**config.mk**
```make
export PLATFORM = sky130hd
export DESIGN_NAME = raster_timing_gen
export DESIGN_NICKNAME = d
export VERILOG_FILES = /design/src/rtl/rtg_pkg.sv /design/src/rtl/rtg_regs.sv /design/src/rtl/rtg_counters.sv /design/src/rtl/rtg_decode.sv /design/src/rtl/raster_timing_gen.sv
export SDC_FILE = /design/constraint.sdc
export NUM_CORES = 1
export LEC_CHECK = 0
export ABC_CLOCK_PERIOD_IN_PS = 8000
export BUFFER_PORTS_ARGS = -buffer_cell sky130_fd_sc_hd__buf_2
export CAP_MARGIN = 10
export CORE_UTILIZATION = 50
export CTS_CLUSTER_DIAMETER = 150
export DETAILED_ROUTE_END_ITERATION = 7
export GPL_ROUTABILITY_DRIVEN = 0
export PLACE_DENSITY = 0.7
export SYNTH_ARGS = -nofsm -noshare
export SYNTH_HDL_FRONTEND = slang
export SYNTH_HIERARCHICAL = 1
export SYNTH_SLANG_ARGS = --single-unit
```
**constraint.sdc**
```tcl
create_clock -name clk -period 8 [get_ports clk]
set_clock_uncertainty 0.2 [all_clocks]
set_input_delay 0.4 -clock clk [delete_from_list [all_inputs] [get_ports clk]]
set_output_delay 0.4 -clock clk [all_outputs]
set_load 0.05 [all_outputs]
```
**src/rtl/rtg_pkg.sv**
```systemverilog
package rtg_pkg;
  localparam int CW = 13;
  localparam int DW = 32;
  localparam int AW = 4;

  localparam logic [AW-1:0] ADDR_CTRL   = 4'd0;
  localparam logic [AW-1:0] ADDR_STATUS = 4'd1;
  localparam logic [AW-1:0] ADDR_IEN    = 4'd2;
  localparam logic [AW-1:0] ADDR_POL    = 4'd3;
  localparam logic [AW-1:0] ADDR_ENC    = 4'd4;
  localparam logic [AW-1:0] ADDR_ACT    = 4'd5;
  localparam logic [AW-1:0] ADDR_HTOT   = 4'd6;
  localparam logic [AW-1:0] ADDR_VTOT   = 4'd7;
  localparam logic [AW-1:0] ADDR_HSYNC  = 4'd8;
  localparam logic [AW-1:0] ADDR_VSLN   = 4'd9;
  localparam logic [AW-1:0] ADDR_VSOFF  = 4'd10;
  localparam logic [AW-1:0] ADDR_VBOFF  = 4'd11;

  localparam int SH_BASE = 3;
  localparam int SH_NUM  = 9;

  localparam int HI_LSB = 16;
  localparam int CTRL_RUN = 2;
  localparam int CTRL_COMMIT = 1;
  localparam int ST_VB = 12;
  localparam int ST_AV = 13;
  localparam int PAR_LSB = 8;

  typedef struct packed {
    logic [CW-1:0] act_px;
    logic [CW-1:0] act_ln;
    logic [CW-1:0] hs_s;
    logic [CW-1:0] hs_e;
    logic [CW-1:0] vs_s;
    logic [CW-1:0] vs_e;
    logic [CW-1:0] vsh_s;
    logic [CW-1:0] vsh_e;
    logic [CW-1:0] vbh_s;
    logic [CW-1:0] vbh_e;
    logic [5:0]    pol;
    logic [1:0]    par;
  } shape_t;
endpackage

```
**src/rtl/rtg_regs.sv**
```systemverilog
module rtg_regs
  import rtg_pkg::*;
(
  input  logic          clk,
  input  logic          rst_n,
  input  logic [AW-1:0] addr,
  input  logic          wr_en,
  input  logic [DW-1:0] wr_data,
  input  logic          frame_wrap,
  input  logic          vb_rise,
  input  logic          av_rise,
  output logic [DW-1:0] rd_data,
  output logic          gen_en,
  output logic [CW-1:0] htot,
  output logic [CW-1:0] vtot,
  output shape_t        shape,
  output logic          irq
);
  localparam logic [DW-1:0] POL_RST = 32'h0000_003F;

  logic [DW-1:0] sh_q [SH_NUM];
  logic          pend_q;
  logic [1:0]    st_q;
  logic [1:0]    ien_q;
  logic          commit_req;
  logic          apply;
  logic [1:0]    clr;
  logic [1:0]    set;
  shape_t        shape_nx;

  function automatic logic [CW-1:0] lo_f(input logic [DW-1:0] w);
    return w[CW-1:0];
  endfunction

  function automatic logic [CW-1:0] hi_f(input logic [DW-1:0] w);
    return w[HI_LSB+CW-1:HI_LSB];
  endfunction

  assign commit_req = wr_en && (addr == ADDR_CTRL) && wr_data[CTRL_COMMIT];
  assign apply      = pend_q && (!gen_en || frame_wrap);
  assign clr        = (wr_en && addr == ADDR_STATUS) ? wr_data[ST_AV:ST_VB] : 2'b00;
  assign set        = {av_rise, vb_rise};

  always_comb begin
    shape_nx.pol    = sh_q[ADDR_POL - SH_BASE][5:0];
    shape_nx.par    = sh_q[ADDR_ENC - SH_BASE][PAR_LSB+1:PAR_LSB];
    shape_nx.act_px = lo_f(sh_q[ADDR_ACT - SH_BASE]);
    shape_nx.act_ln = hi_f(sh_q[ADDR_ACT - SH_BASE]);
    shape_nx.hs_s   = lo_f(sh_q[ADDR_HSYNC - SH_BASE]);
    shape_nx.hs_e   = hi_f(sh_q[ADDR_HSYNC - SH_BASE]);
    shape_nx.vs_s   = lo_f(sh_q[ADDR_VSLN - SH_BASE]);
    shape_nx.vs_e   = hi_f(sh_q[ADDR_VSLN - SH_BASE]);
    shape_nx.vsh_s  = lo_f(sh_q[ADDR_VSOFF - SH_BASE]);
    shape_nx.vsh_e  = hi_f(sh_q[ADDR_VSOFF - SH_BASE]);
    shape_nx.vbh_s  = lo_f(sh_q[ADDR_VBOFF - SH_BASE]);
    shape_nx.vbh_e  = hi_f(sh_q[ADDR_VBOFF - SH_BASE]);
  end

  always_ff @(posedge clk or negedge rst_n) begin
    if (!rst_n) begin
      for (int i = 0; i < SH_NUM; i++)
        sh_q[i] <= (i == int'(ADDR_POL) - SH_BASE) ? POL_RST : '0;
    end else if (wr_en && addr >= SH_BASE && addr < SH_BASE + SH_NUM) begin
      sh_q[addr - SH_BASE] <= wr_data;
    end
  end

  always_ff @(posedge clk or negedge rst_n) begin
    if (!rst_n) begin
      gen_en <= 1'b0;
      pend_q <= 1'b0;
      st_q   <= 2'b00;
      ien_q  <= 2'b00;
      htot   <= '0;
      vtot   <= '0;
      shape  <= '{pol: 6'h3F, par: 2'd0, default: '0};
    end else begin
      if (apply) begin
        shape <= shape_nx;
        htot  <= lo_f(sh_q[ADDR_HTOT - SH_BASE]);
        vtot  <= lo_f(sh_q[ADDR_VTOT - SH_BASE]);
      end
      pend_q <= (pend_q && !apply) || commit_req;
      st_q   <= (st_q & ~clr) | set;
      if (wr_en && addr == ADDR_CTRL) gen_en <= wr_data[CTRL_RUN];
      if (wr_en && addr == ADDR_IEN)  ien_q  <= wr_data[ST_AV:ST_VB];
    end
  end

  assign irq = |(st_q & ien_q);

  always_ff @(posedge clk or negedge rst_n) begin
    if (!rst_n) begin
      rd_data <= '0;
    end else begin
      rd_data <= '0;
      if (addr == ADDR_CTRL) rd_data[CTRL_RUN] <= gen_en;
      else if (addr == ADDR_STATUS) rd_data[ST_AV:ST_VB] <= st_q;
      else if (addr == ADDR_IEN) rd_data[ST_AV:ST_VB] <= ien_q;
      else if (addr >= SH_BASE && addr < SH_BASE + SH_NUM) rd_data <= sh_q[addr - SH_BASE];
    end
  end

  AST_COMMIT_AT_BOUNDARY: assert property (@(posedge clk) disable iff (!rst_n)
    !$stable(htot) |-> $past(!gen_en || frame_wrap));
  AST_STATUS_STICKY: assert property (@(posedge clk) disable iff (!rst_n)
    st_q[0] && !(wr_en && addr == ADDR_STATUS && wr_data[ST_VB]) |=> st_q[0]);
  AST_RISE_SETS: assert property (@(posedge clk) disable iff (!rst_n)
    av_rise |=> st_q[1]);
endmodule

```
**src/rtl/rtg_counters.sv**
```systemverilog
module rtg_counters
  import rtg_pkg::*;
(
  input  logic          clk,
  input  logic          rst_n,
  input  logic          gen_en,
  input  logic [CW-1:0] htot,
  input  logic [CW-1:0] vtot,
  output logic [CW-1:0] hcnt,
  output logic [CW-1:0] vcnt,
  output logic          fpar,
  output logic          frame_wrap
);
  logic h_last;
  logic v_last;

  assign h_last     = ({1'b0, hcnt} + (CW+1)'(1)) >= {1'b0, htot};
  assign v_last     = ({1'b0, vcnt} + (CW+1)'(1)) >= {1'b0, vtot};
  assign frame_wrap = gen_en && h_last && v_last;

  always_ff @(posedge clk or negedge rst_n) begin
    if (!rst_n) begin
      hcnt <= '0;
      vcnt <= '0;
      fpar <= 1'b0;
    end else if (!gen_en) begin
      hcnt <= '0;
      vcnt <= '0;
      fpar <= 1'b0;
    end else if (h_last) begin
      hcnt <= '0;
      if (v_last) begin
        vcnt <= '0;
        fpar <= ~fpar;
      end else begin
        vcnt <= vcnt + 1'b1;
      end
    end else begin
      hcnt <= hcnt + 1'b1;
    end
  end

  AST_H_IN_RANGE: assert property (@(posedge clk) disable iff (!rst_n)
    gen_en && htot != '0 |-> hcnt < htot);
  AST_V_HOLD_MIDLINE: assert property (@(posedge clk) disable iff (!rst_n)
    gen_en && $past(gen_en) && hcnt != '0 |-> $stable(vcnt));
  AST_IDLE_ZERO: assert property (@(posedge clk) disable iff (!rst_n)
    !gen_en |=> (hcnt == '0 && vcnt == '0));
endmodule

```
**src/rtl/rtg_decode.sv**
```systemverilog
module rtg_decode
  import rtg_pkg::*;
(
  input  logic          clk,
  input  logic          rst_n,
  input  logic          gen_en,
  input  logic [CW-1:0] hcnt,
  input  logic [CW-1:0] vcnt,
  input  logic          fpar,
  input  shape_t        shape,
  output logic [5:0]    sig_out,
  output logic          vb_rise,
  output logic          av_rise
);
  logic hb, hs, vb, vs, av, ach, chroma_line;
  logic vb_from, vb_until, vs_from, vs_until;
  logic vb_q, av_q;
  logic [5:0] act;

  always_comb begin
    hb = gen_en && (hcnt >= shape.act_px);
    hs = gen_en && (hcnt >= shape.hs_s) && (hcnt < shape.hs_e);
    vb_from  = (vcnt > shape.act_ln) || (vcnt == shape.act_ln && hcnt >= shape.vbh_s);
    vb_until = (vcnt == '0) && (hcnt < shape.vbh_e);
    vb = gen_en && (vb_from || vb_until);
    vs_from  = (vcnt > shape.vs_s) || (vcnt == shape.vs_s && hcnt >= shape.vsh_s);
    vs_until = (vcnt < shape.vs_e) || (vcnt == shape.vs_e && hcnt < shape.vsh_e);
    vs = gen_en && vs_from && vs_until;
    av = gen_en && !hb && !vb;
    unique case (shape.par)
      2'd0: chroma_line = !vcnt[0];
      2'd1: chroma_line = vcnt[0];
      2'd2: chroma_line = !vcnt[0] && !fpar;
      default: chroma_line = vcnt[0] && !fpar;
    endcase
    ach = av && chroma_line;
    act = {ach, av, hs, vs, hb, vb};
  end

  generate
    for (genvar g = 0; g < 6; g++) begin : g_pol
      assign sig_out[g] = shape.pol[g] ? act[g] : !act[g];
    end
  endgenerate

  always_ff @(posedge clk or negedge rst_n) begin
    if (!rst_n) begin
      vb_q <= 1'b0;
      av_q <= 1'b0;
    end else begin
      vb_q <= vb;
      av_q <= av;
    end
  end

  assign vb_rise = vb && !vb_q;
  assign av_rise = av && !av_q;

  AST_CHROMA_WITHIN_ACTIVE: assert property (@(posedge clk) disable iff (!rst_n)
    ach |-> !hb && !vb);
endmodule

```
**src/rtl/raster_timing_gen.sv**
```systemverilog
module raster_timing_gen
  import rtg_pkg::*;
(
  input  logic          clk,
  input  logic          rst_n,
  input  logic [3:0]    addr,
  input  logic          wr_en,
  input  logic [31:0]   wr_data,
  output logic [31:0]   rd_data,
  output logic          hsync,
  output logic          vsync,
  output logic          hblank,
  output logic          vblank,
  output logic          active_video,
  output logic          active_chroma,
  output logic          irq
);
  logic          gen_en, frame_wrap, vb_rise, av_rise, fpar;
  logic [CW-1:0] htot, vtot, hcnt, vcnt;
  logic [5:0]    sig;
  shape_t        shape;

  rtg_regs u_regs (
    .clk(clk), .rst_n(rst_n), .addr(addr), .wr_en(wr_en), .wr_data(wr_data),
    .frame_wrap(frame_wrap), .vb_rise(vb_rise), .av_rise(av_rise),
    .rd_data(rd_data), .gen_en(gen_en), .htot(htot), .vtot(vtot),
    .shape(shape), .irq(irq)
  );

  rtg_counters u_cnt (
    .clk(clk), .rst_n(rst_n), .gen_en(gen_en), .htot(htot), .vtot(vtot),
    .hcnt(hcnt), .vcnt(vcnt), .fpar(fpar), .frame_wrap(frame_wrap)
  );

  rtg_decode u_dec (
    .clk(clk), .rst_n(rst_n), .gen_en(gen_en), .hcnt(hcnt), .vcnt(vcnt),
    .fpar(fpar), .shape(shape), .sig_out(sig), .vb_rise(vb_rise), .av_rise(av_rise)
  );

  assign vblank        = sig[0];
  assign hblank        = sig[1];
  assign vsync         = sig[2];
  assign hsync         = sig[3];
  assign active_video  = sig[4];
  assign active_chroma = sig[5];

  AST_IDLE_LEVELS: assert property (@(posedge clk) disable iff (!rst_n)
    !gen_en |-> (hsync == !shape.pol[3] && vsync == !shape.pol[2] && vblank == !shape.pol[0]));
endmodule

```
# Word-level counts from Yosys, hierarchy flattened
# Cells that the tools add are included.
[classes] addsub=5 order_cmp=16 eq_ne=9 n_mux=32 bitwise_logic=6 n_reduce_logical=52
[op_table] cell="$bwmux W288" n=1
[op_table] cell="$bmux W32 S4" n=1
[op_table] cell="$demux W32 S4" n=1
[op_table] cell="$mux W32" n=4
[op_table] cell="$mux W13" n=5
[op_table] cell="$ge A13 B13 Y1" n=4
[op_table] cell="$lt A13 B13 Y1" n=4
[op_table] cell="$eq A13 B13 Y1" n=3
[op_table] cell="$mux W18" n=2
[op_table] cell="$ge A33 B5 Y1 const B" n=1
[op_table] cell="$lt A33 B1 Y1 const B" n=1
[op_table] cell="$not A32 Y33" n=1
[op_table] cell="$logic_and A1 B1 Y1" n=29
[op_table] cell="$mux W29" n=1
[op_table] cell="$add A13 B1 Y14 const B" n=2
[op_table] cell="$ge A14 B13 Y1" n=2
[op_table] cell="$add A13 B1 Y13 const B" n=2
[op_table] cell="$gt A13 B13 Y1" n=2
[op_table] cell="$mux W12" n=2
[op_table] cell="$logic_not A13 Y1" n=1
[op_table] cell="$logic_not A1 Y1" n=12
[op_table] cell="$mux W1" n=10
[op_table] cell="$mux W2" n=4
[op_table] cell="$logic_or A1 B1 Y1" n=6
[op_table] cell="other kinds (17)" n=19
[totals] register_bits=519 output_inout_bits=39 word_cells=153

# Depth between registers and ports, before layout
[logic_depth] ltp_word=10 mapped_depth=18

# Hierarchy
# Netlist, hierarchy kept.
[by_module_without_submodules] module="rtg_regs" instances=1 cells_each=1258 area_per_inst_um2=20368.3 seq_area_each_um2=12276.8
[by_module_without_submodules] module="rtg_decode" instances=1 cells_each=457 area_per_inst_um2=3319.4 seq_area_each_um2=50.0
[by_module_without_submodules] module="rtg_counters" instances=1 cells_each=224 area_per_inst_um2=2084.5 seq_area_each_um2=675.6

# Least setup slack after synthesis
# Ideal clock, no wire load.
[synth_path] kind="flip-flop to flip-flop" startpoint="reg u_cnt.hcnt[1]" endpoint="reg u_regs.htot[0]" arrival_time_ns=3.931 setup_slack_ns=3.744 path_stages_with_launch=18 n_path_buf=3 period_less_slack_ns=4.256 path_cell_list="dfrtp_1 -> ha_1 -> nand3_1 -> nor2_1 -> and4_1 -> and3_1 -> xor2_1 -> ha_1 -> nand4_1 -> a21oi_1 -> a211oi_1 -> o311a_1 -> clkbuf_1 -> nor3_1 -> o21ai_0 -> clkbuf_1 -> buf_2 -> mux2_2"
[synth_via] elab_chain_cells=6
[synth_rtl] element="start, declared" line_no="rtg_counters.sv:9" text="output logic [CW-1:0] hcnt,"
[synth_rtl] element="start signal, assigned" line_no="rtg_counters.sv:39" text="hcnt <= hcnt + 1'b1;"
[synth_rtl] element="$add A13 B1 Y14" line_no="rtg_counters.sv:17" text="assign h_last = ({1'b0, hcnt} + (CW+1)'(1)) >= {1'b0, htot};"
[synth_rtl] element="$ge A14 B13 Y1" line_no="rtg_counters.sv:17"
[synth_rtl] element="$logic_and A1 B1 Y1 (2 in a row)" line_no="rtg_counters.sv:19" text="assign frame_wrap = gen_en && h_last && v_last;"
[synth_rtl] element="named net frame_wrap" line_no="raster_timing_gen.sv:18" text="logic gen_en, frame_wrap, vb_rise, av_rise, fpar;"
[synth_rtl] element="$logic_or A1 B1 Y1" line_no="rtg_regs.sv:40" text="assign apply = pend_q && (!gen_en || frame_wrap);"
[synth_rtl] element="$logic_and A1 B1 Y1" line_no="rtg_regs.sv:40"
[synth_rtl] element="end signal, assigned" line_no="rtg_regs.sv:80" text="htot <= lo_f(sh_q[ADDR_HTOT - SH_BASE]);"
[synth_rtl] element="end, declared" line_no="rtg_regs.sv:14" text="output logic [CW-1:0] htot,"
# The timed path passes the listed nets, and every way through them passes these cells.
# A chain may end at the register's enable or synchronous reset.

# Worst setup path in the final report
[layout_path] startpoint="reg u_cnt.hcnt[1]" endpoint="reg u_regs/shape[130] (netlist name)"
[layout_via] elab_chain_cells=6
[layout_rtl] element="$add A13 B1 Y14" line_no="rtg_counters.sv:17"
[layout_rtl] element="$ge A14 B13 Y1" line_no="rtg_counters.sv:17"
[layout_rtl] element="$logic_and A1 B1 Y1 (2 in a row)" line_no="rtg_counters.sv:19"
[layout_rtl] element="named net frame_wrap" line_no="raster_timing_gen.sv:18"
[layout_rtl] element="$logic_or A1 B1 Y1" line_no="rtg_regs.sv:40"
[layout_rtl] element="$logic_and A1 B1 Y1" line_no="rtg_regs.sv:40"
# The timed path passes the listed nets, and every way through them passes these cells.

==> impl_results.rst <==
.. list-table::
   :header-rows: 1

   * - Metric
     - Value
   * - Outcome
     - finished, final reports clean
   * - Peak fanout along the critical path
     - 65
   * - Number of failing setup endpoints in the final timing report
     - 0
   * - GRT Residual Overflow
     - 0
   * - CP max stage cell
     - buf_4
   * - Vias
     - 16,200
   * - Leakage power total
     - 13.5 nW
   * - Number of cells produced by synthesis
     - 1,939
   * - Number of nets in the layout
     - 2,231
   * - Placed Instances
     - 2,617
   * - Setup TNS
     - 0 ns
   * - Setup repair after global routing missed its margin
     - no
   * - Proportion of register bits with asynchronous set or reset after synthesis
     - 100%
   * - Crit-path most repeated cell
     - ha_1
   * - Number of violations of the max-capacitance limit
     - 0
   * - Aggregate global-route resource usage
     - 25.5%
   * - Min-delay worst type
     - in -> reg
   * - Area enclosed by the die boundary
     - 52,500 um2
   * - Reg-to-reg slack, setup
     - 2.87 ns
   * - Worst Setup Path Type
     - reg -> reg
   * - Ratio of final minimum period to clock period
     - 64.2%
   * - Primary FF master, synth
     - dfrtp_1
   * - Most frequent cells in the layout
     - 507 x dfrtp_1, 411 x mux2_2, 164 x inv_1
   * - Final non-filler cell total
     - 2,748
   * - Maximum number of pins on one net before global-route repair
     - 198
   * - Clock Sinks
     - 519
   * - Power density normalized to cell area
     - 299 nW/um2
   * - Biggest area consumer among synthesized cells
     - dfrtp_1
   * - Clock tree from TritonCTS
     - built
   * - Share of post-route cells with drive strength above 1
     - 33.6%
   * - Synth area leaders
     - dfrtp_1 49%, mux2_2 18%, ha_1 7.8%, mux4_2 5.6%, inv_1 2.4%
   * - Register bit total from synthesis
     - 519
   * - Kind of end point of the critical path
     - register
   * - Final hold violation count
     - 0
   * - Post-synthesis instance area
     - 25,800 um2
   * - X dimension of the die
     - 229 um
   * - Antenna violations before repair
     - 0
   * - Routed wire length per instance
     - 23.6 um
   * - Count of unique library cells instantiated by Yosys
     - 74
   * - Crit path time final
     - 5.13 ns
   * - Wire length reported by the detailed router
     - 64,900 um
   * - Remaining routing DRC violations
     - 0
   * - Number of nets with antenna violations after routing
     - 0
   * - Crit path required time
     - 8.28 ns
   * - Number of H-tree levels
     - 2
   * - Transition time at the pin with the least slew margin
     - 1.16 ns
   * - CTS Root Cell
     - clkbuf_16
   * - IR Drop Worst-Case VDD
     - 0.160 mV
   * - Initial DRC count
     - 1,309
   * - Slowest stage delay, CP
     - 0.72 ns
   * - Yosys warns
     - 6
   * - Number of vias per cell after detailed routing
     - 5.89
   * - Area share of the largest cell type after synthesis
     - 49.2%
   * - Wire length of the first global-routing pass
     - 102,000 um
   * - Port-buffer cells
     - 77
   * - Number of CTS-inserted buffers
     - 52
   * - Clk_lat worst skew
     - 0.62 ns
   * - # IOs
     - 78
   * - Clock Pin Slew Worst Setup and Hold Paths
     - 0.06 ns
   * - Final HPWL from detailed placement
     - 41,700 um
   * - Arrival time reported for the critical path endpoint
     - 5.41 ns
   * - Number of enable-type register cells in the synthesized netlist
     - 0
   * - Utilization after layout
     - 57.2%
   * - Std-Cell Core Area
     - 50,500 um2
   * - Drt pass-1 iters
     - 7
   * - Vias in the first global route
     - 17,100
   * - Worst Setup Start Kind
     - register
   * - Maximum number of buffers from clock root to sink
     - 3
   * - Mean instance size in the synthesized netlist
     - 13.3 um2
   * - Total count of max-transition violations in the final report
     - 0
   * - Die height
     - 229 um
   * - Initial cell density of the core
     - 51.1%
   * - Sequential cell area fraction in the yosys report
     - 50.5%
   * - Most common cell after layout, fill and taps aside
     - dfrtp_1
   * - Critical Path, Cell by Cell
     - ha_1 -> nand3_1 -> nor2_1 -> and4_1 -> and3_1 -> xor2_1 -> ha_1 -> nand4_1 -> a21oi_1 -> a211oi_1 -> o311a_1 -> nor3_1 -> o21ai_4 -> buf_4 -> mux2_2
   * - Area grow syn2layout
     - 12.0%
   * - # rows
     - 82
   * - Upper clock frequency limit
     - 195 MHz
   * - Rel. slew slack
     - 22.7%
   * - Number of nets produced by synthesis
     - 2,138
   * - Number of buffers inserted to repair setup after CTS
     - 0
stage by stage:
stage                     power (W)  hold slack (ns)  setup slack (ns)  instance area, um2
final                       0.00861           0.0597              2.87               28900
after global routing        0.00904           0.0642              2.55               28900
after CTS                   0.00866           0.0395              2.95               28900
after detailed placement    0.00607            0.279              2.96               26700
after global placement      0.00596            0.268              3.14               26700
after floorplan             0.00527          -0.0956              3.74               25800
registers in the layout, summed over array words and instances, names as in the netlist:
| signal | count |
|---|---|
| u_regs/vtot | 13 |
| u_dec/vb_q | 1 |
| u_regs/st_q | 2 |
| u_regs/pend_q | 1 |
| u_cnt/vcnt | 13 |
| u_dec/av_q | 1 |
| u_regs/rd_data | 32 |
| u_regs/htot | 13 |
| u_regs/sh_q | 288 |
| u_regs/ien_q | 2 |
| u_cnt/hcnt | 13 |
| u_regs/shape | 138 |
| u_regs/gen_en | 1 |
| u_cnt/fpar | 1 |
per-layer routing:
| layer | vias up | global-route usage, % | wire [um] |
|---|---|---|---|
| met5 | - | 0 | 0 |
| met2 | 377 | 41.2 | 31100 |
| met4 | 0 | 6.67 | 1210 |
| li1 | 7241 | - | - |
| met1 | 8478 | 36.3 | 29400 |
| met3 | 79 | 3.75 | 3180 |
where the power goes:
group / switching (W) / internal (W) / total (W)
clock: 0.00104 / 0.00150 / 0.00254
sequential: 0.000442 / 0.00330 / 0.00374
combinational: 0.00126 / 0.00107 / 0.00233
critical path, delay by kind of cell, from the launching register on:
family                     cells  cell delay, ns
AOI/OAI and AO/OA              4            1.22
xor gates and xnor gates       1            0.20
and+or+nand+nor                6            1.09
buffers and inverters          1            0.72
DFF                            1            0.55
adders and majority gates      2            0.53
muxes                          1            0.41
final timing paths:
check / from / cells after the start / to
setup / recovery: u_cnt/hcnt[1] / 15 / u_regs/shape[130]
hold / removal: wr_en / 3 / u_regs/st_q[1]
setup reg to reg: u_cnt/hcnt[1] / 15 / u_regs/shape[130]
hold reg to reg: u_regs/sh_q[281] / 1 / u_regs/sh_q[281]
max in group asynchronous: rst_n / 3 / u_regs/shape[66]
min in group asynchronous: rst_n / 2 / u_regs/sh_q[161]
cells by family after synthesis:
family	Yosys count	synth area share, %
compound gates	227	5.85
xor+xnor	32	1.09
fa+ha+maj	160	7.77
buf+inv	255	4.45
flops	519	50.5
mux	519	25.5
simple gates	227	4.92
cells in the mapped netlist, types with 4 or more instances:
cell type / number
xor2_1: 16
o21ai_0: 31
a31oi_1: 5
mux2_1: 44
mux2_2: 411
nand3_4: 4
a21o_1: 18
nand2_1: 37
inv_1: 164
xnor2_1: 16
clkbuf_1: 21
mux4_2: 64
nand2b_1: 10
nor4_1: 7
a21oi_1: 70
nor2b_1: 6
nand3_1: 27
o22ai_1: 30
a22o_1: 11
dfstp_2: 12
a211oi_1: 16
buf_2: 46
o31ai_1: 4
buf_6: 16
nand4_1: 23
and3_1: 15
ha_1: 160
and2_1: 4
nor2_1: 33
buf_1: 4
nand3b_1: 5
o2111ai_1: 5
nor3_1: 37
dfrtp_1: 507
cell type report:
cell class                      count  area, um2
Clock inverter                     18        279
Clock buffer                       79       1530
Multi-Input combinational cell   1165      11700
Inverter                          165        619
Sequential cell                   519      13000
Tap cell                          672        841
Fill cell                        4071      21600
Antenna cell                        1       2.50
Timing Repair Buffer              129        896
timing repair:
item	in CTS	in global routing
hold endpoints to repair	382	0
hold buffers	33	0
gates resized for setup	0	0
Note: power is estimated with default switching activity, not from simulation.
